==> src/rtl/irqp_pkg.sv <==
package irqp_pkg;

  localparam int ADDR_MODE = 0;
  localparam int ADDR_DIR  = 1;
  localparam int ADDR_IEN  = 2;
  localparam int ADDR_OUT  = 3;
  localparam int ADDR_PINS = 4;
  localparam int ADDR_FLAG = 5;

  localparam logic [1:0] SENSE_LEVEL = 2'b00;
  localparam logic [1:0] SENSE_RISE  = 2'b01;
  localparam logic [1:0] SENSE_FALL  = 2'b10;
  localparam logic [1:0] SENSE_BOTH  = 2'b11;

  typedef struct packed {
    logic wrMode;
    logic wrDir;
    logic wrIen;
    logic wrOut;
    logic clrFlag;
  } strobe_t;

  typedef enum logic [2:0] {
    RD_MODE,
    RD_DIR,
    RD_IEN,
    RD_OUT,
    RD_PINS,
    RD_FLAG,
    RD_NONE
  } rdsel_t;

endpackage

==> src/rtl/irqp_control.sv <==
module irqp_control
  import irqp_pkg::*;
#(
  parameter int ADDR_W = 3
) (
  input  logic              regWrEn,
  input  logic [ADDR_W-1:0] regAddr,
  output strobe_t           strobe,
  output rdsel_t            rdSel
);

  always_comb begin
    strobe = '0;
    if (regWrEn) begin
      strobe.wrMode  = (regAddr == ADDR_W'(ADDR_MODE));
      strobe.wrDir   = (regAddr == ADDR_W'(ADDR_DIR));
      strobe.wrIen   = (regAddr == ADDR_W'(ADDR_IEN));
      strobe.wrOut   = (regAddr == ADDR_W'(ADDR_OUT));
      strobe.clrFlag = (regAddr == ADDR_W'(ADDR_FLAG));
    end
  end

  always_comb begin
    if (regAddr == ADDR_W'(ADDR_MODE))      rdSel = RD_MODE;
    else if (regAddr == ADDR_W'(ADDR_DIR))  rdSel = RD_DIR;
    else if (regAddr == ADDR_W'(ADDR_IEN))  rdSel = RD_IEN;
    else if (regAddr == ADDR_W'(ADDR_OUT))  rdSel = RD_OUT;
    else if (regAddr == ADDR_W'(ADDR_PINS)) rdSel = RD_PINS;
    else if (regAddr == ADDR_W'(ADDR_FLAG)) rdSel = RD_FLAG;
    else                                    rdSel = RD_NONE;
  end

endmodule

==> src/rtl/irqp_datapath.sv <==
module irqp_datapath
  import irqp_pkg::*;
#(
  parameter int NUM_PINS    = 7,
  parameter int SYNC_STAGES = 2,
  parameter int DATA_W      = 2 * NUM_PINS
) (
  input  logic                clk,
  input  logic                rstN,
  input  strobe_t             strobe,
  input  rdsel_t              rdSel,
  input  logic [DATA_W-1:0]   wrData,
  input  logic [NUM_PINS-1:0] pinIn,
  output logic [DATA_W-1:0]   rdData,
  output logic [NUM_PINS-1:0] pinOut,
  output logic [NUM_PINS-1:0] pinOe,
  output logic [NUM_PINS-1:0] irqReq
);

  localparam int PAD_W = DATA_W - NUM_PINS;

  logic [NUM_PINS-1:0] syncQ [SYNC_STAGES];
  logic [NUM_PINS-1:0] pinNow;
  logic [NUM_PINS-1:0] prevQ;
  logic [DATA_W-1:0]   modeQ;
  logic [NUM_PINS-1:0] dirQ;
  logic [NUM_PINS-1:0] ienQ;
  logic [NUM_PINS-1:0] outQ;
  logic [NUM_PINS-1:0] flagQ;
  logic [NUM_PINS-1:0] hitEvt;
  logic [NUM_PINS-1:0] clrMask;

  // synchronizer chain, idle-high reset so no edge is seen on release
  always_ff @(posedge clk) begin
    if (!rstN) begin
      for (int s = 0; s < SYNC_STAGES; s++) syncQ[s] <= '1;
      prevQ <= '1;
    end else begin
      syncQ[0] <= pinIn;
      for (int s = 1; s < SYNC_STAGES; s++) syncQ[s] <= syncQ[s-1];
      prevQ <= syncQ[SYNC_STAGES-1];
    end
  end

  assign pinNow = syncQ[SYNC_STAGES-1];

  // configuration registers
  always_ff @(posedge clk) begin
    if (!rstN) begin
      modeQ <= '0;
      dirQ  <= '0;
      ienQ  <= '0;
      outQ  <= '0;
    end else begin
      if (strobe.wrMode) modeQ <= wrData;
      if (strobe.wrDir)  dirQ  <= wrData[NUM_PINS-1:0];
      if (strobe.wrIen)  ienQ  <= wrData[NUM_PINS-1:0];
      if (strobe.wrOut)  outQ  <= wrData[NUM_PINS-1:0];
    end
  end

  // per-pin sensing and request
  for (genvar i = 0; i < NUM_PINS; i++) begin : g_pin
    logic [1:0] sense;
    logic       rise;
    logic       fall;
    assign sense = modeQ[2*i+1 -: 2];
    assign rise  = pinNow[i] & ~prevQ[i];
    assign fall  = ~pinNow[i] & prevQ[i];

    always_comb begin
      unique case (sense)
        SENSE_RISE: hitEvt[i] = rise;
        SENSE_FALL: hitEvt[i] = fall;
        SENSE_BOTH: hitEvt[i] = rise | fall;
        default:    hitEvt[i] = 1'b0;
      endcase
    end

    assign irqReq[i] = ienQ[i] & ((sense == SENSE_LEVEL) ? ~pinNow[i] : flagQ[i]);
  end

  // write-one-to-clear flags; a new event outranks the clear
  assign clrMask = strobe.clrFlag ? wrData[NUM_PINS-1:0] : '0;

  always_ff @(posedge clk) begin
    if (!rstN) flagQ <= '0;
    else       flagQ <= (flagQ & ~clrMask) | hitEvt;
  end

  assign pinOut = outQ;
  assign pinOe  = dirQ;

  always_comb begin
    unique case (rdSel)
      RD_MODE: rdData = modeQ;
      RD_DIR:  rdData = {{PAD_W{1'b0}}, dirQ};
      RD_IEN:  rdData = {{PAD_W{1'b0}}, ienQ};
      RD_OUT:  rdData = {{PAD_W{1'b0}}, outQ};
      RD_PINS: rdData = {{PAD_W{1'b0}}, pinNow};
      RD_FLAG: rdData = {{PAD_W{1'b0}}, flagQ};
      default: rdData = '0;
    endcase
  end

endmodule

==> src/rtl/irq_pin_port.sv <==
module irq_pin_port
  import irqp_pkg::*;
#(
  parameter  int NUM_PINS    = 7,
  parameter  int ADDR_W      = 3,
  parameter  int SYNC_STAGES = 2,
  localparam int DATA_W      = 2 * NUM_PINS
) (
  input  logic                clk,
  input  logic                rstN,
  input  logic                regWrEn,
  input  logic [ADDR_W-1:0]   regAddr,
  input  logic [DATA_W-1:0]   regWrData,
  output logic [DATA_W-1:0]   regRdData,
  input  logic [NUM_PINS-1:0] pinIn,
  output logic [NUM_PINS-1:0] pinOut,
  output logic [NUM_PINS-1:0] pinOe,
  output logic [NUM_PINS-1:0] irqReq
);

  strobe_t strobe;
  rdsel_t  rdSel;

  irqp_control #(.ADDR_W(ADDR_W)) u_ctl (
    .regWrEn (regWrEn),
    .regAddr (regAddr),
    .strobe  (strobe),
    .rdSel   (rdSel)
  );

  irqp_datapath #(
    .NUM_PINS    (NUM_PINS),
    .SYNC_STAGES (SYNC_STAGES),
    .DATA_W      (DATA_W)
  ) u_dp (
    .clk    (clk),
    .rstN   (rstN),
    .strobe (strobe),
    .rdSel  (rdSel),
    .wrData (regWrData),
    .pinIn  (pinIn),
    .rdData (regRdData),
    .pinOut (pinOut),
    .pinOe  (pinOe),
    .irqReq (irqReq)
  );

endmodule

==> config.mk <==
export PLATFORM = sky130hd
export DESIGN_NAME = irq_pin_port
export DESIGN_NICKNAME = d
export VERILOG_FILES = /design/src/rtl/irqp_pkg.sv /design/src/rtl/irqp_control.sv /design/src/rtl/irqp_datapath.sv /design/src/rtl/irq_pin_port.sv
export SDC_FILE = /design/constraint.sdc
export NUM_CORES = 1
export LEC_CHECK = 0
export BUFFER_PORTS_ARGS = -buffer_cell sky130_fd_sc_hd__buf_2
export CORE_MARGIN = 2
export CORE_UTILIZATION = 35
export CTS_CLUSTER_SIZE = 10
export DETAILED_ROUTE_END_ITERATION = 7
export GPL_ROUTABILITY_DRIVEN = 0
export PLACE_DENSITY = 0.67
export SLEW_MARGIN = 20
export SYNTH_ARGS = -nofsm -noshare
export SYNTH_HDL_FRONTEND = slang
export SYNTH_SLANG_ARGS = --single-unit
export TNS_END_PERCENT = 100
==> constraint.sdc <==
create_clock -name clk -period 1.5 [get_ports clk]
set_clock_uncertainty 0.2 [all_clocks]
set_input_delay 0.3 -clock clk [delete_from_list [all_inputs] [get_ports clk]]
set_output_delay 0.3 -clock clk [all_outputs]
set_load 0.1 [all_outputs]
==> impl_metrics.json <==
{
  "antenna_found_initial": 0,
  "synth_fp_nets": 375,
  "groute.usage.overall_pct": 20.16,
  "cts_tree": "built",
  "slowest_stage": "or3_4",
  "route.vias.total": 2950,
  "ant_nets": 0,
  "drt-total-wl_um": 9646,
  "fin_total_pwr_w": 0.004203,
  "numPortBuffers": 61,
  "slew_violations": 0,
  "wl_met3_um": 400,
  "clock.fmax_mhz": 513.2,
  "grt_max_degree": 32,
  "grt_pass1_vias": 3121,
  "critPathKind": "register to output port",
  "netlist_top_cells_area": "dfxtp_1 40%, mux2i_1 15%, ha_1 5.6%",
  "design.die.area_um2": 9747,
  "route.met2.wl_um": 5099,
  "clk_pin_slew_ps": 70,
  "failed_checks": "setup timing",
  "diodes": 0,
  "dpl_worst_slack_ps": -454.2,
  "htreeDepth": 3,
  "synth_area_um2": 3141,
  "drive_gt1_share_pct": 49.59,
  "status": "complete, but fails checks",
  "yosys_register_bits": 63,
  "post-route-cell-area_um2": 5598,
  "yosysTopAreaCellShare_pct": 40.16,
  "die_width_um": 98.73,
  "synth_largest_area_cell": "dfxtp_1",
  "p_leak_nw": 2.393,
  "cp-end-kind": "output port",
  "cts_root_buf": "clkbuf_8",
  "synth_cells": 334,
  "drtIter0Drc": 79,
  "cp.required_ps": 1000,
  "setup_violations": 21,
  "rsz0062_at_grt": "true",
  "crit_path_start_kind": "register",
  "yosysWarnings": 0,
  "die_y_um": 98.73,
  "instances_no_fill": 594,
  "cts_buffers": 9,
  "max_cap_violations": 0,
  "yosysSeqAreaShare_pct": 40.16,
  "gr-total-overflow": 0,
  "rows": 34,
  "syn2layout_area_growth_pct": 78.25,
  "dp_hpwl_um": 6537,
  "routed.top_layer": "met4",
  "grt_pass1_wl_um": 15450,
  "ir_drop_uv": 808.5,
  "dr.pass1.iters": 4,
  "fin_ws_ps": -448.7,
  "met1Wirelength_um": 4008,
  "worstSkewPairLatency_ps": 350,
  "final-hold-violation-count": 0,
  "ios": 62,
  "cp_max_fo": 5,
  "place_inst": 556,
  "drcViolationCount": 0,
  "yosys.cell_types.count": 30,
  "core_area_um2": 8721,
  "worstMarginPinSlew_ps": 548.2,
  "period_minus_slack_ps": 1949,
  "max_stage_delay_ps": 370,
  "p_per_area_nw_per_um2": 750.9,
  "synth_area_per_cell_um2": 9.403,
  "via_per_inst": 4.966,
  "slew_headroom_pct": 63.45,
  "cts.path.max_buffers": 2,
  "wire_per_inst_um": 16.24,
  "placed_area_um2": 4912,
  "period_share_pct": 129.9,
  "hp-class": "input pin to register",
  "initial_core_util_pct": 36.01,
  "fin_nets": 522,
  "crit_arrival_ps": 1450,
  "cts.sinks": 63,
  "cp_cell_sequence": "or3_4 -> a21boi_4 -> buf_12",
  "final_util_pct": 64.19
}
[state kept, by name, summed over array words and instances, names as in the netlist]
name,cells
u_dp.pinOut,7
u_dp.pinOe,7
u_dp.syncQ,14
u_dp.ienQ,7
u_dp.modeQ,14
u_dp.flagQ,7
u_dp.prevQ,7
[area by class of cell]
class | instances | area (µm²)
Multi-Input combinational cell | 229 | 2022
Inverter | 20 | 77.57
Clock buffer | 13 | 158.9
Sequential cell | 63 | 1334
Timing Repair Buffer | 158 | 1805
Fill cell | 628 | 3123
Clock inverter | 3 | 65.06
Tap cell | 108 | 135.1
[cell usage after synthesis, drive strengths merged]
| library cell | instances |
|---|---|
| o211a | 2 |
| nor4b | 1 |
| nand2 | 44 |
| nor3 | 1 |
| or4b | 1 |
| o22ai | 1 |
| and2 | 7 |
| a21boi | 19 |
| dfxtp | 63 |
| nand2b | 17 |
| ha | 14 |
| a311o | 7 |
| and4b | 8 |
| or3 | 10 |
| o221ai | 6 |
| inv | 20 |
| buf | 12 |
| nor2b | 21 |
| o21a | 1 |
| nor4bb | 2 |
| nand4b | 1 |
| o21ai | 6 |
| clkbuf | 10 |
| o32a | 1 |
| nor2 | 4 |
| a21oi | 9 |
| mux2i | 46 |
[logic make-up (layout without fill, tap and decap cells)]
group / after synthesis / in the layout / share of synthesized area [%]
AO/OA/AOI/OAI: 52 / 52 / 12.23
adder cells (fa/ha/maj): 14 / 14 / 5.578
flip-flops: 63 / 63 / 40.16
multiplexers: 46 / 46 / 14.66
buffers and inverters: 42 / 194 / 5.976
AND/OR/NAND/NOR: 117 / 117 / 21.39
[power by group]
part | switching (W) | leakage [nW] | internal, W
combinational | 0.000404 | 1.75 | 0.000379
sequential | 0.0000356 | 0.528 | 0.00171
clock | 0.000655 | 0.114 | 0.00103
[path summary, 6_finish.rpt]
kind                                from  slack (ps)                            to  cells after the start
max           u_dp.modeQ[3]$_SDFFE_PN0P_        -450                     irqReq[1]                      3
min                         regWrData[6]          40    u_dp.modeQ[6]$_SDFFE_PN0P_                      3
max reg2reg  u_dp.syncQ[0][8]$_SDFF_PN1_          30      u_dp.flagQ[1]$_SDFF_PN0_                      4
min reg2reg  u_dp.syncQ[0][4]$_SDFF_PN1_         210  u_dp.syncQ[0][11]$_SDFF_PN1_                      1
[through the flow]
step	hold slack, ps	TNS [ps]
global route	36.62	-7911
finish	40.06	-7073
detailed placement	196.6	-17440
CTS	20.03	-7601
global placement	189.2	-15820
floorplan	186.3	-8905
[cells in the final DEF, fill, tap and decap left out, types with 17 or more instances in the layout]
master,netlist,routed
buf_12,0,41
buf_2,9,24
buf_4,1,57
buf_6,2,17
dfxtp_1,63,27
dfxtp_2,0,25
inv_1,20,19
mux2i_1,46,41
nand2_1,44,42
nor2b_1,21,21
[worst max-delay path, delay by kind of cell, from the launching register on]
family                 cells  cell delay [ps]
AO/OA/AOI/OAI              1              170
AND/OR/NAND/NOR            1              370
buffers and inverters      1              190
flip-flops                 1              360
[layer usage]
layer | global-route usage [%] | vias up
li1 | - | 1449
met1 | 23.60 | 1433
met2 | 36.00 | 54
met3 | 4.610 | 14
met4 | 7.271 | 0
met5 | 0 | -
[timing repair]
item | CTS | global route
gates cloned | 2 | 0
setup endpoints to repair | 31 | 51
resized for setup | 34 | 40
hold endpoints to repair | 14 | 0
pin swaps | 18 | 9
buffers inserted | 4 | 2
hold buffers | 14 | 0
Power figures use the tool's default switching activity.
